`src/rtl/fifo_req_router.sv`:
```
module fifo_req_router #(
  parameter int NPAIR = 6,
  parameter int IW    = 3,
  parameter int DW    = 16
) (
  input  logic             clk,
  input  logic             rst_n,
  input  logic             reg_wr,
  input  logic             reg_ctrl,
  input  logic [IW-1:0]    reg_idx,
  input  logic [DW-1:0]    reg_wdata,
  output logic [DW-1:0]    reg_rdata,
  input  logic [NPAIR-1:0] fill_set,
  input  logic [NPAIR-1:0] drain_set,
  input  logic [NPAIR-1:0] ovf_set,
  input  logic [NPAIR-1:0] unf_set,
  input  logic [NPAIR-1:0] tor_set,
  input  logic [NPAIR-1:0] fill_ack,
  input  logic [NPAIR-1:0] drain_ack,
  output logic [NPAIR-1:0] fill_irq,
  output logic [NPAIR-1:0] fill_dma,
  output logic [NPAIR-1:0] drain_irq,
  output logic [NPAIR-1:0] drain_dma,
  output logic [NPAIR-1:0] ovf_irq,
  output logic             err_irq
);
  localparam int NF = 5;
  localparam int F_FILL = 0, F_DRN = 1, F_OVF = 2, F_UNF = 3, F_TOR = 4;
  localparam int C_DSEL = 0, C_DEN = 1, C_OEN = 3, C_FSEL = 8, C_FEN = 9, C_TEN = 10, C_UEN = 11;
  localparam logic [DW-1:0] CMASK = DW'((1 << C_DSEL) | (1 << C_DEN) | (1 << C_OEN) |
                                        (1 << C_FSEL) | (1 << C_FEN) | (1 << C_TEN) | (1 << C_UEN));

  logic [NPAIR-1:0][NF-1:0] flg_q;
  logic [NPAIR-1:0][DW-1:0] ctl_q;
  logic [NPAIR-1:0]         err_d;

  always_comb begin
    reg_rdata = '0;
    for (int i = 0; i < NPAIR; i++)
      if (reg_idx == IW'(i))
        reg_rdata = reg_ctrl ? ctl_q[i] : DW'(flg_q[i]);
  end

  for (genvar i = 0; i < NPAIR; i++) begin : g_pair
    logic          wr_f, wr_c;
    logic [NF-1:0] clr, setv, flg_d;
    logic [DW-1:0] ctl_d;

    assign wr_f  = reg_wr && !reg_ctrl && reg_idx == IW'(i);
    assign wr_c  = reg_wr &&  reg_ctrl && reg_idx == IW'(i);
    assign clr   = (wr_f ? reg_wdata[NF-1:0] : '0)
                 | NF'({drain_ack[i], fill_ack[i]});
    assign setv  = {tor_set[i], unf_set[i], ovf_set[i], drain_set[i], fill_set[i]};
    assign flg_d = (flg_q[i] & ~clr) | setv;
    assign ctl_d = wr_c ? (reg_wdata & CMASK) : ctl_q[i];
    assign err_d[i] = (flg_d[F_OVF] & ctl_d[C_OEN]) | (flg_d[F_UNF] & ctl_d[C_UEN])
                    | (flg_d[F_TOR] & ctl_d[C_TEN]);

    always_ff @(posedge clk) begin
      if (!rst_n) begin
        flg_q[i]     <= '0;
        ctl_q[i]     <= '0;
        fill_irq[i]  <= 1'b0;
        fill_dma[i]  <= 1'b0;
        drain_irq[i] <= 1'b0;
        drain_dma[i] <= 1'b0;
        ovf_irq[i]   <= 1'b0;
      end else begin
        flg_q[i]     <= flg_d;
        ctl_q[i]     <= ctl_d;
        fill_irq[i]  <= flg_d[F_FILL] & ctl_d[C_FEN] & ~ctl_d[C_FSEL];
        fill_dma[i]  <= flg_d[F_FILL] & ctl_d[C_FEN] &  ctl_d[C_FSEL];
        drain_irq[i] <= flg_d[F_DRN]  & ctl_d[C_DEN] & ~ctl_d[C_DSEL];
        drain_dma[i] <= flg_d[F_DRN]  & ctl_d[C_DEN] &  ctl_d[C_DSEL];
        ovf_irq[i]   <= flg_d[F_OVF]  & ctl_d[C_OEN];
      end
    end

    AST_SET_BEATS_CLEAR: assert property (@(posedge clk) disable iff (!rst_n)
      fill_set[i] |=> flg_q[i][F_FILL]);
    AST_ZERO_WRITE_KEEPS: assert property (@(posedge clk) disable iff (!rst_n)
      flg_q[i][F_OVF] && !(wr_f && reg_wdata[F_OVF]) |=> flg_q[i][F_OVF]);
    AST_ACK_DROPS_FILL: assert property (@(posedge clk) disable iff (!rst_n)
      fill_ack[i] && !fill_set[i] |=> !fill_dma[i] && !fill_irq[i]);
    AST_ACK_DROPS_DRAIN: assert property (@(posedge clk) disable iff (!rst_n)
      drain_ack[i] && !drain_set[i] |=> !drain_dma[i] && !drain_irq[i]);
    AST_OVF_REACHES_ERR: assert property (@(posedge clk) disable iff (!rst_n)
      ovf_set[i] && ctl_q[i][C_OEN] && !wr_c |=> err_irq && ovf_irq[i]);
    AST_NO_FILL_CTRL_DROP_IN_DMA: assert property (@(posedge clk) disable iff (!rst_n)
      wr_c && fill_dma[i] |-> reg_wdata[C_FEN] && reg_wdata[C_FSEL]);
    AST_NO_DRAIN_CTRL_DROP_IN_DMA: assert property (@(posedge clk) disable iff (!rst_n)
      wr_c && drain_dma[i] |-> reg_wdata[C_DEN] && reg_wdata[C_DSEL]);
  end

  always_ff @(posedge clk) begin
    if (!rst_n) err_irq <= 1'b0;
    else        err_irq <= |err_d;
  end
endmodule

```
`config.mk`:
```
export PLATFORM = sky130hd
export DESIGN_NAME = fifo_req_router
export DESIGN_NICKNAME = d
export VERILOG_FILES = /design/src/rtl/fifo_req_router.sv
export SDC_FILE = /design/constraint.sdc
export NUM_CORES = 1
export LEC_CHECK = 0
export ABC_AREA = 1
export BUFFER_PORTS_ARGS = -buffer_cell sky130_fd_sc_hd__buf_2
export CAP_MARGIN = 0
export CORE_MARGIN = 2
export CORE_UTILIZATION = 55
export DETAILED_ROUTE_END_ITERATION = 8
export GPL_ROUTABILITY_DRIVEN = 0
export PLACE_DENSITY = 0.82
export RECOVER_POWER = 50
export SLEW_MARGIN = 40
export SYNTH_ARGS = -nofsm -noshare
export SYNTH_HDL_FRONTEND = slang
export SYNTH_SLANG_ARGS = --single-unit
```
`constraint.sdc`:
```
create_clock -name clk -period 2.9 [get_ports clk]
set_input_delay 0.145 -clock clk [delete_from_list [all_inputs] [get_ports clk]]
set_output_delay 0.145 -clock clk [all_outputs]
set_load 0.05 [all_outputs]
```
Yosys cells after proc, flatten, opt, wreduce, memory -nomap -nowiden
Index checks and enable logic that the tools add are counted.
{"block": "classes", "eq_ne": 5, "mux": 24, "bitwise_logic": 102, "n_reduce_logical": 17}
{"operator": "$mux 12", "n": 18}
{"operator": "$and 1x1->1", "n": 54}
{"operator": "$and 5x5->5", "n": 6}
{"operator": "$mux 5", "n": 6}
{"operator": "$not 5->5", "n": 6}
{"operator": "$or 5x2->5", "n": 6}
{"operator": "$or 5x5->5", "n": 6}
{"operator": "$logic_and 1x1->1", "n": 14}
{"operator": "$not 1->1", "n": 12}
{"operator": "$or 1x1->1", "n": 12}
{"operator": "$eq 3x2->1 const B", "n": 2}
{"operator": "$eq 3x3->1 const B", "n": 2}
{"operator": "$reduce_or 6->1", "n": 1}
{"operator": "$eq 3x1->1 const B", "n": 1}
{"operator": "$logic_not 3->1", "n": 1}
{"operator": "$logic_not 1->1", "n": 1}
{"block": "word_totals", "register_bits": 103, "inputBits": 65, "output_inout_bits": 47, "wordCells": 191}

Depth between registers and ports, before layout
Gate-level depths: netlist (run 1).
{"block": "depth", "depth_word": 12, "depth_mapped": 15}

Worst setup path before layout (run 1)
Ideal clock, no wire load.
{"block": "synth_path", "path_kind": "input -> output", "from": "in reg_idx[1]", "to": "out reg_rdata[10]", "arrival_ns": 1.725, "required_ns": 2.755, "setup_slack_ns": 1.030, "stages": 8, "n_path_buf": 2, "cell_sequence": "clkbuf_2 nand2_1 nor2_1 buf_2 inv_1 o211ai_1 o21ai_0 a21oi_1"}
{"block": "synth_via", "elab_chain_len": 7, "elab_cells_between_ends": 12}
{"element": "start, declared", "line_no": "10", "rtl": "input logic [IW-1:0] reg_idx,"}
{"element": "$logic_not 3->1", "line_no": "40", "rtl": "if (reg_idx == IW'(i))"}
{"element": "$mux 12 (5 in series)", "line_no": "40"}
{"element": "$mux 12 (*)", "line_no": "40"}
{"element": "end, declared", "line_no": "12", "rtl": "output logic [DW-1:0] reg_rdata,"}
Every way passes the cells marked *; elsewhere a longest branch is shown, timed or not.

Final worst setup path (run 1)
{"block": "layout_path", "from": "in reg_ctrl", "to": "reg err_irq"}
{"block": "layout_via", "elab_chain_len": 12, "elab_cells_between_ends": 82}
{"element": "start, declared", "line_no": "9", "rtl": "input logic reg_ctrl,"}
{"element": "$logic_not 1->1", "line_no": "49", "rtl": "assign wr_f = reg_wr && !reg_ctrl && reg_idx == IW'(i);"}
{"element": "$logic_and 1x1->1 (2 in series)", "line_no": "49"}
{"element": "$mux 5", "line_no": "51", "rtl": "assign clr = (wr_f ? reg_wdata[NF-1:0] : '0)"}
{"element": "$or 5x2->5", "line_no": "52", "rtl": "| NF'({drain_ack[i], fill_ack[i]});"}
{"element": "$not 5->5", "line_no": "54", "rtl": "assign flg_d = (flg_q[i] & ~clr) | setv;"}
{"element": "$and 5x5->5", "line_no": "54"}
{"element": "$or 5x5->5", "line_no": "54"}
{"element": "$and 1x1->1", "line_no": "56", "rtl": "assign err_d[i] = (flg_d[F_OVF] & ctl_d[C_OEN]) | (flg_d[F_UNF] & ctl_d[C_UEN])"}
{"element": "$or 1x1->1", "line_no": "56"}
{"element": "$or 1x1->1", "line_no": "57", "rtl": "| (flg_d[F_TOR] & ctl_d[C_TEN]);"}
{"element": "$reduce_or 6->1 (*)", "line_no": "97", "rtl": "else err_irq <= |err_d;"}
{"element": "end signal, assigned", "line_no": "97"}
{"element": "end, declared", "line_no": "25", "rtl": "output logic err_irq"}
Marks and branches as above.
A chain may end at the register's enable or synchronous reset.

==> metrics.md, run 1 <==
| Metric | Value |
|---|---|
| Status | `finished, violations left` |
| Violated checks | `negative hold slack` |
| Warnings from Yosys | `0` |
| Sequential fraction of the synthesis area | `45.5%` |
| Largest net degree at the start of global routing | `36` |
| Peak supply drop | `0.412 mV` |
| Vias in the first global route | `4304` |
| Worst Skew | `0.00794 ns` |
| Cts repair resizes | `0` |
| GR Layer Usage met3 | `5.75%` |
| Fin util | `65.0%` |
| Setup slack after layout | `0.592 ns` |
| WHS Endpoint | `flg_q[21]` |
| GRT met2 Usage | `47.0%` |
| Worst setup EP type | `register` |
| CP startpoint kind | `primary input` |
| Worst Hold Class | `primary input to register` |
| Final antenna diode count | `0` |
| RSZ-0062 raised after global routing | `no` |
| Internal power | `2.00 mW` |
| Die Y | `94.7 um` |
| Netlist cell types | `37` |
| Clk slew on worst S/H paths | `0.09 ns` |
| DRT Pass-1 Iters | `5` |
| I/O pins | `112` |
| Die area | `0.00898 mm2` |
| FF-to-FF End | `err_irq` |
| Initial antenna violation count | `0` |
| CTS H-tree depth | `3` |
| CTS Hold Bufs | `4` |
| Hold slack | `-0.00648 ns` |
| Setup_tns | `0 ns` |
| Placed cells | `850` |
| Synth Cell Area | `0.00453 mm2` |
| Residual DRC | `0` |
| Grt total ovfl | `0` |
| WL/cell | `14.1 um` |
| Fillers | `761` |
| R2R setup slack | `1.71 ns` |
| First-pass GRT wire length | `19300 um` |
| Relative slew slack | `42.8%` |
| Crit path max fanout | `25` |
| Required time of the critical path | `3.15 ns` |
| Final Max Tran Viols | `0` |
| Post-DP HPWL | `9030 um` |
| # port buffers | `97` |
| Layout cells sized above 1 | `13.2%` |
| Seq pwr share | `53.5%` |
| Setup violators final | `0` |
| Clk_lat worst skew | `0.38 ns` |
| Synth Register Bits | `103` |
| Iteration-0 DRC Markers | `310` |
| Clock sink count | `103` |
| Max Freq | `433 MHz` |
| Switch Pwr | `761 uW` |
| Clk network pwr share | `33.7%` |
| Final Critical Period | `2.31 ns` |
| CTS tree | `yes` |
| Met1 Usage GRT | `34.7%` |
| Syn Inst Count | `667` |
| GRT Max-Usage Layer | `met2` |
| FF-to-FF Start | `ctl_q[3]` |
| Post-Layout Cell Count | `870` |
| Pwr Total | `2.77 mW` |
| Final Cycle Share | `79.6%` |
| Cell Area, Placed | `0.00506 mm2` |
| Nets | `826` |
| Via-per-instance ratio | `5.37` |
| P_leak | `2.54 nW` |
| Hold path cells | `3` |
| Num rows | `33` |
| Sw frac | `27.5%` |
| Starting Density | `56.0%` |
| Final WL | `12300 um` |
| CTS buffer count | `9` |
| CTS root buf | `clkbuf_8` |
| Arrival @ worst endpoint | `2.56 ns` |
| Worst r2r path cells | `8` |
| Fin. Hold Viols | `4` |
| Vias | `4673` |
| Die width | `94.7 um` |
| Core ar. | `0.00809 mm2` |
| Cell Pwr Density | `526 mW/mm2` |
| Fin area | `0.00526 mm2` |
| Tot GR Track Use | `27.8%` |
| Hold_sp | `drain_set[4]` |
| Setup bufs post-CTS | `0` |
| Worst-Margin Slew | `0.855 ns` |
| Setup Crit Path Kind | `primary input to register` |
| CTS Buffer Depth | `2` |
| Comb pwr share | `12.8%` |
| Final ANT Viol Nets | `0` |
| Post-Place Worst Slack | `0.725 ns` |
| Area Growth Syn to Fin | `16.1%` |
| Syn avg cell area | `6.79 um2` |
| Max-cap viol count | `0` |
-- worst max-delay path by stage --
stage / from / end / slack, ns / depth (start not counted)
floorplan: reg_idx[1] / reg_rdata[10] / 1.03 / 8
global placement: reg_ctrl / err_irq / 0.74 / 12
detailed placement: reg_ctrl / err_irq / 0.73 / 12
CTS: reg_ctrl / reg_rdata[1] / 0.89 / 9
global route: reg_ctrl / err_irq / 0.43 / 12
finish: reg_ctrl / err_irq / 0.59 / 14
-- cells in the mapped netlist --
master	n	share of area, %
nor2_4	1	0.25
o22ai_1	2	0.28
inv_1	97	8.0
nor2_1	100	8.3
a31o_2	1	0.19
a22o_1	1	0.19
o211ai_1	2	0.33
o21ai_1	5	0.55
o21ai_0	44	4.9
a211oi_2	4	1.1
inv_2	4	0.33
conb_1	1	0.083
nand2_2	2	0.28
nor3_1	1	0.11
buf_2	7	0.77
buf_1	3	0.25
dfxtp_1	103	46
clkbuf_1	12	0.99
a211oi_1	3	0.50
or2_2	3	0.41
o2111ai_1	2	0.39
clkinv_1	1	0.083
nor4_1	1	0.14
nand4_1	4	0.55
and3_1	1	0.14
clkbuf_2	1	0.11
nor2_2	4	0.55
nand2_1	177	15
a21oi_1	39	4.3
nand3_2	1	0.22
a221oi_1	1	0.19
o21a_1	1	0.17
nand3_1	16	1.8
mux2i_1	1	0.22
a41oi_1	1	0.19
a31oi_1	13	1.8
buf_4	7	1.2
-- power groups by stage --
stage	Sequential (mW)	Clock, mW	Combinational, mW
6_report	1.48	0.933	0.353
3_3_place_gp	1.51	0	0.336
2_1_floorplan	1.52	0	0.225
5_1_grt	1.48	0.988	0.386
4_1_cts	1.48	0.934	0.350
3_5_place_dp	1.51	0	0.344
-- kinds of logic (layout without fill, tap and decap cells) --
logic type | count (synthesis) | count (layout) | synth area share [%]
and+or+nand+nor | 311 | 311 | 27.4
buffers and inverters | 132 | 224 | 11.7
AOI/OAI and AO/OA | 119 | 119 | 15.1
DFF | 103 | 103 | 45.5
other | 1 | 7 | 0.0828
muxes | 1 | 1 | 0.221
-- flip-flops by register name (all words and copies together) (netlist names) --
register	flops
ctl_q	42
drain_dma	6
drain_irq	6
err_irq	1
fill_dma	6
fill_irq	6
flg_q	30
ovf_irq	6
-- cell type report --
| type | count | area [um2] | share of cell area (%) |
|---|---|---|---|
| clock buffer | 11 | 151 | 2.88 |
| clock inverter | 4 | 55.1 | 1.05 |
| timing repair buffer | 107 | 531 | 10.1 |
| inverter | 102 | 383 | 7.28 |
| tap | 105 | 131 | 2.50 |
| sequential | 103 | 2060 | 39.2 |
| multi-input combinational | 438 | 1950 | 37.0 |
-- metal layers --
| metal | vias up | share of wire, % |
|---|---|---|
| met5 | - | 0 |
| met4 | 0 | 4.1 |
| met3 | 55 | 9.3 |
| met2 | 271 | 47 |
| met1 | 2094 | 40 |
| li1 | 2253 | - |
-- layout by cell type (no fill, tap or decap), types with 2 or more instances in the layout --
master         synthesis  layout
o2111ai_1              2       2
buf_4                  7       4
a211oi_2               4       3
clkinv_4               0       2
a21oi_1               39      39
dlygate4sd3_1          0       5
inv_2                  4       4
nor2_1               100     102
buf_2                  7      66
dfxtp_1              103     103
nor2_2                 4       2
conb_1                 1       7
o22ai_1                2       2
o21ai_1                5       3
o21ai_0               44      46
inv_1                 97      97
o211ai_1               2       2
clkbuf_8               0      11
nand3_1               16      16
clkbuf_1              12      32
a211oi_1               3       4
a31oi_1               13      13
or2_2                  3       3
nand2_1              177     178
nand4_1                4       4
-- worst max-delay path, cell delays in order --
cell and delay (ns):
buf_2 0.26, clkinv_1 0.11, clkbuf_1 0.52, nand2_1 0.31, nor2_1 0.45, nand2_1 0.09, nand2_1 0.10, nand2_1 0.05
nand2_1 0.10, nand2_1 0.06, nor2_1 0.12, nand2_1 0.08, nor2_1 0.11, nor2_1 0.05
(Power assumes the default switching activity.)
==> run 2: changes to the inputs <==
- CORE_UTILIZATION: 55 -> 48
- PLACE_DENSITY: 0.82 -> 0.76
- clock period: 2.9 -> 2.1 ns (I/O delays scaled with it)
==> metrics.md, run 2 (same netlist as run 1, synthesis figures left out) <==
| Metric | Value |
|---|---|
| Cell Area, Placed | `0.00516 mm2` |
| Layout cells sized above 1 | `13.6%` |
| Fin area | `0.00554 mm2` |
| Most frequent cells in the layout | `178 x nand2_1, 103 x dfxtp_1, 102 x nor2_1, 98 x inv_1, 65 x buf_2` |
| Core ar. | `0.00920 mm2` |
| Final Max Tran Viols | `0` |
| I/O pins | `112` |
| Max Freq | `549 MHz` |
| Relative slew slack | `59.5%` |
| Cell Pwr Density | `712 mW/mm2` |
| Cts repair resizes | `0` |
| Vias in the first global route | `4278` |
| CP startpoint kind | `primary input` |
| Clk slew on worst S/H paths | `0.09 ns` |
| Area Growth Syn to Fin | `22.4%` |
| Commonest non-fill, non-tap cell in the layout | `nand2_1` |
| Via-per-instance ratio | `5.07` |
| Peak supply drop | `0.341 mV` |
| Post-DP HPWL | `9060 um` |
| Max-cap viol count | `0` |
| Starting Density | `49.3%` |
| Worst Hold Class | `primary input to register` |
| Worst setup EP type | `primary output` |
| Setup_tns | `0 ns` |
| Setup bufs post-CTS | `0` |
| CTS H-tree depth | `3` |
| Final Cycle Share | `86.8%` |
| # port buffers | `97` |
| Pwr Total | `3.95 mW` |
| Vias | `4596` |
| Grt total ovfl | `0` |
| CTS root buf | `clkbuf_8` |
| Largest net degree at the start of global routing | `47` |
| DRT Pass-1 Iters | `5` |
| Die Y | `101 um` |
| Initial antenna violation count | `0` |
| Status | `finished, final reports clean` |
| WL/cell | `13.6 um` |
| RSZ-0062 raised after global routing | `no` |
| CTS Buffer Depth | `2` |
| Final Critical Period | `1.82 ns` |
| Clock sink count | `103` |
| Setup Crit Path Kind | `primary input to primary output` |
| Tot GR Track Use | `24.5%` |
| Max FFs per register | `42` |
| Worst-Margin Slew | `0.611 ns` |
| Final WL | `12400 um` |
| Fin util | `60.3%` |
| Worst Skew | `0.00706 ns` |
| First-pass GRT wire length | `19600 um` |
| Nets | `855` |
| Final ANT Viol Nets | `0` |
| Top Registers | `ctl_q: 42 flops, flg_q: 30 flops` |
| CTS buffer count | `9` |
| Arrival @ worst endpoint | `1.72 ns` |
| P_leak | `2.68 nW` |
| Final antenna diode count | `0` |
| Die area | `0.0102 mm2` |
| Largest reg by FF count | `ctl_q` |
| Die width | `101 um` |
| Crit path max fanout | `7` |
| CTS Hold Bufs | `23` |
| CTS tree | `yes` |
| Residual DRC | `0` |
| Clk_lat worst skew | `0.37 ns` |
| Fin. Hold Viols | `0` |
| Setup violators final | `0` |
| Required time of the critical path | `2.00 ns` |
| Iteration-0 DRC Markers | `361` |
| Num rows | `35` |
-- run 2: cell count changes in the layout (fill, tap and decap cells not counted), moves of 3 or more --
cell	previous run	this run
buf_4	4	11
clkbuf_1	32	36
clkinv_2	0	3
dlygate4sd3_1	5	23
-- run 2: worst paths after layout --
kind,start,endpoint,slack [ns],depth (start not counted)
hold reg to reg,flg_q[7],flg_q[7],0.49,2
setup reg to reg,ctl_q[35],err_irq,0.93,8
setup / recovery,reg_idx[1],reg_rdata[8],0.28,8
hold / removal,unf_set[0],flg_q[3],0.005,3
-- run 2: critical path: stages --
cell,delay [ns]
clkbuf_1,0.21
inv_2,0.20
nand2_1,0.13
nor2_1,0.30
buf_4,0.20
nand2_1,0.05
a41oi_1,0.22
buf_2,0.31
-- run 2: stage by stage --
step | cells | hold WS (ns) | setup slack (ns)
2_1_floorplan | 673 | 0.233 | 0.310
3_3_place_gp | 867 | 0.325 | 0.213
3_5_place_dp | 867 | 0.330 | 0.232
4_1_cts | 906 | 0.00179 | 0.289
5_1_grt | 906 | 0.0100 | 0.0908
6_report | 906 | 0.00522 | 0.278
-- run 2: metal layers --
metal  track usage (%)  vias to the layer above  part of all wire, %  routed length (um)
met2              39.7                      202                   46                5690
met3              5.18                       28                  7.5                 924
met4              9.25                        0                  2.5                 314
met1              32.2                     2058                   44                5420
met5                 0                        -                    0                   0
li1                  -                     2308                    -                   -
-- run 2: area by class of cell --
type	count	area [um2]
fill	880	3650
sequential	103	2060
multi-input combinational	438	1950
timing repair buffer	136	793
inverter	102	383
tap	111	139
clock buffer	10	138
clock inverter	6	83.8
-- run 2: where the power goes --
| part | total, mW | leakage (nW) | switching (mW) | internal (mW) |
|---|---|---|---|---|
| Combinational | 0.523 | 1.72 | 0.351 | 0.172 |
| Sequential | 2.04 | 0.841 | 0.0287 | 2.01 |
| Clock | 1.38 | 0.116 | 0.684 | 0.700 |
| Total | 3.95 | 2.68 | 1.06 | 2.89 |
==> run 3: changes to the inputs <==
- BUFFER_PORTS_ARGS: -buffer_cell sky130_fd_sc_hd__buf_2 -> default
- CORE_UTILIZATION: 48 -> 55
- DONT_BUFFER_PORTS: default -> 1
- PLACE_DENSITY: 0.76 -> 0.73
==> metrics.md, run 3 (same netlist as run 1, synthesis figures left out) <==
| Metric | Value |
|---|---|
| Status | `finished, final reports clean` |
| Vias | `4498` |
| DRT Pass-1 Iters | `5` |
| Clk slew on worst S/H paths | `0.10 ns` |
| Vias in the first global route | `4392` |
| Post-Layout Cell Count | `845` |
| Clk network pwr share | `33.2%` |
| Final WL | `12900 um` |
| Initial antenna violation count | `0` |
| Seq pwr share | `54.0%` |
| Comb pwr share | `12.8%` |
| Required time of the critical path | `2.00 ns` |
| Grt total ovfl | `0` |
| Switch Pwr | `1.04 mW` |
| Setup Crit Path Kind | `primary input to primary output` |
| Setup_tns | `0 ns` |
| Fin util | `67.9%` |
| Cell Pwr Density | `699 mW/mm2` |
| Num rows | `33` |
| Sw frac | `27.0%` |
| Setup bufs post-CTS | `0` |
| Placed cells | `762` |
| Final Cycle Share | `90.9%` |
| Most frequent cells in the layout | `179 x nand2_1, 104 x nor2_1, 103 x dfxtp_1, 99 x inv_1, 67 x dlygate4sd3_1` |
| Clk_lat worst skew | `0.38 ns` |
| CTS tree | `yes` |
| Via-per-instance ratio | `5.32` |
| Largest delay contributor family on the critical path | `buffers and inverters` |
| Die area | `0.00898 mm2` |
| Final antenna diode count | `0` |
| Die width | `94.7 um` |
| Clock sink count | `103` |
| Final Critical Period | `1.91 ns` |
| Worst Skew | `0.00900 ns` |
| I/O pins | `112` |
| CTS Buffer Depth | `2` |
| Worst path slowest cell | `dlygate4sd3_1` |
| Iteration-0 DRC Markers | `274` |
| Critical path buffer and inverter count | `2` |
| Die Y | `94.7 um` |
| Cts repair resizes | `0` |
| P_leak | `2.57 nW` |
| # port buffers | `0` |
| Max FFs per register | `42` |
| RSZ-0062 raised after global routing | `no` |
| First-pass GRT wire length | `20800 um` |
| Worst-path cell chain | `dlygate4sd3_1 > nor2_4 > nand2_1 > nand2_1 > a21oi_1 > o211ai_1 > o21ai_0 > a21oi_1 > buf_4` |
| Largest reg by FF count | `ctl_q` |
| Starting Density | `56.0%` |
| Final ANT Viol Nets | `0` |
| Arrival @ worst endpoint | `1.80 ns` |
| CTS H-tree depth | `3` |
| Worst path max stage delay | `0.59 ns` |
| Relative slew slack | `23.5%` |
| Final Max Tran Viols | `0` |
| Commonest non-fill, non-tap cell in the layout | `nand2_1` |
| Fin. Hold Viols | `0` |
| WL/cell | `15.3 um` |
| Worst setup EP type | `primary output` |
| Top Registers | `ctl_q: 42 flops, flg_q: 30 flops` |
| Max Freq | `524 MHz` |
| CTS buffer count | `9` |
| Largest net degree at the start of global routing | `45` |
| Setup violators final | `0` |
| Area Growth Syn to Fin | `21.3%` |
| Internal power | `2.80 mW` |
| Tot GR Track Use | `30.2%` |
| Post-DP HPWL | `8630 um` |
| Residual DRC | `0` |
| Worst Hold Class | `primary input to register` |
| Layout cells sized above 1 | `5.00%` |
| CP startpoint kind | `primary input` |
| CTS root buf | `clkbuf_8` |
| Max-cap viol count | `0` |
| Crit path max fanout | `9` |
| Core ar. | `0.00809 mm2` |
| Peak supply drop | `0.431 mV` |
| Worst-Margin Slew | `1.15 ns` |
| Nets | `800` |
## run 3: worst register-to-register path, stage by stage, from the launching register on
cell	delay (ns)
dfxtp_1	0.33
a31oi_1	0.23
dlygate4sd3_1	0.60
nor2_1	0.04
## run 3: through the flow
step	power (mW)	worst slack (ns)	cell area [um2]	hold WS, ns
after floorplan	2.41	0.310	4550	0.233
after global placement	2.47	0.455	4650	0.237
after detailed placement	2.48	0.395	4650	0.247
after CTS	3.83	0.254	5520	0.000726
after global routing	3.95	0.0275	5490	0.0238
final	3.84	0.191	5490	0.00315
## run 3: what timing repair did
action / 4_1_cts / 5_1_grt
hold buffers: 67 / 0
endpoints found under the hold margin: 72 / 0
setup endpoints to repair: 0 / 0
## run 3: worst paths after layout
kind	startpoint	to	slack [ns]	cells past startpoint
max reg2reg	flg_q[16]	flg_q[16]	0.74	3
min reg2reg	ctl_q[75]	ctl_q[75]	0.50	2
max	reg_idx[1]	reg_rdata[10]	0.19	9
min	reg_idx[1]	flg_q[13]	0.003	3
## run 3: layout make-up
class	instances	area (um2)
timing repair buffer	81	788
inverter	102	383
fill	714	2600
clock buffer	12	145
clock inverter	4	55.1
tap	105	131
multi-input combinational	438	1930
sequential	103	2060
## run 3: power groups by stage
stage	sequential [mW]	combinational, mW	clock (mW)
2_1_floorplan	2.10	0.310	0
3_3_place_gp	2.11	0.357	0
3_5_place_dp	2.11	0.365	0
4_1_cts	2.07	0.484	1.27
5_1_grt	2.08	0.539	1.34
6_report	2.07	0.492	1.27
## run 3: per-layer routing
layer	GRT usage, %	part of all wire (%)
met5	0	0
met3	5.67	8.2
met4	12.9	2.5
met1	36.7	40
met2	52.2	49
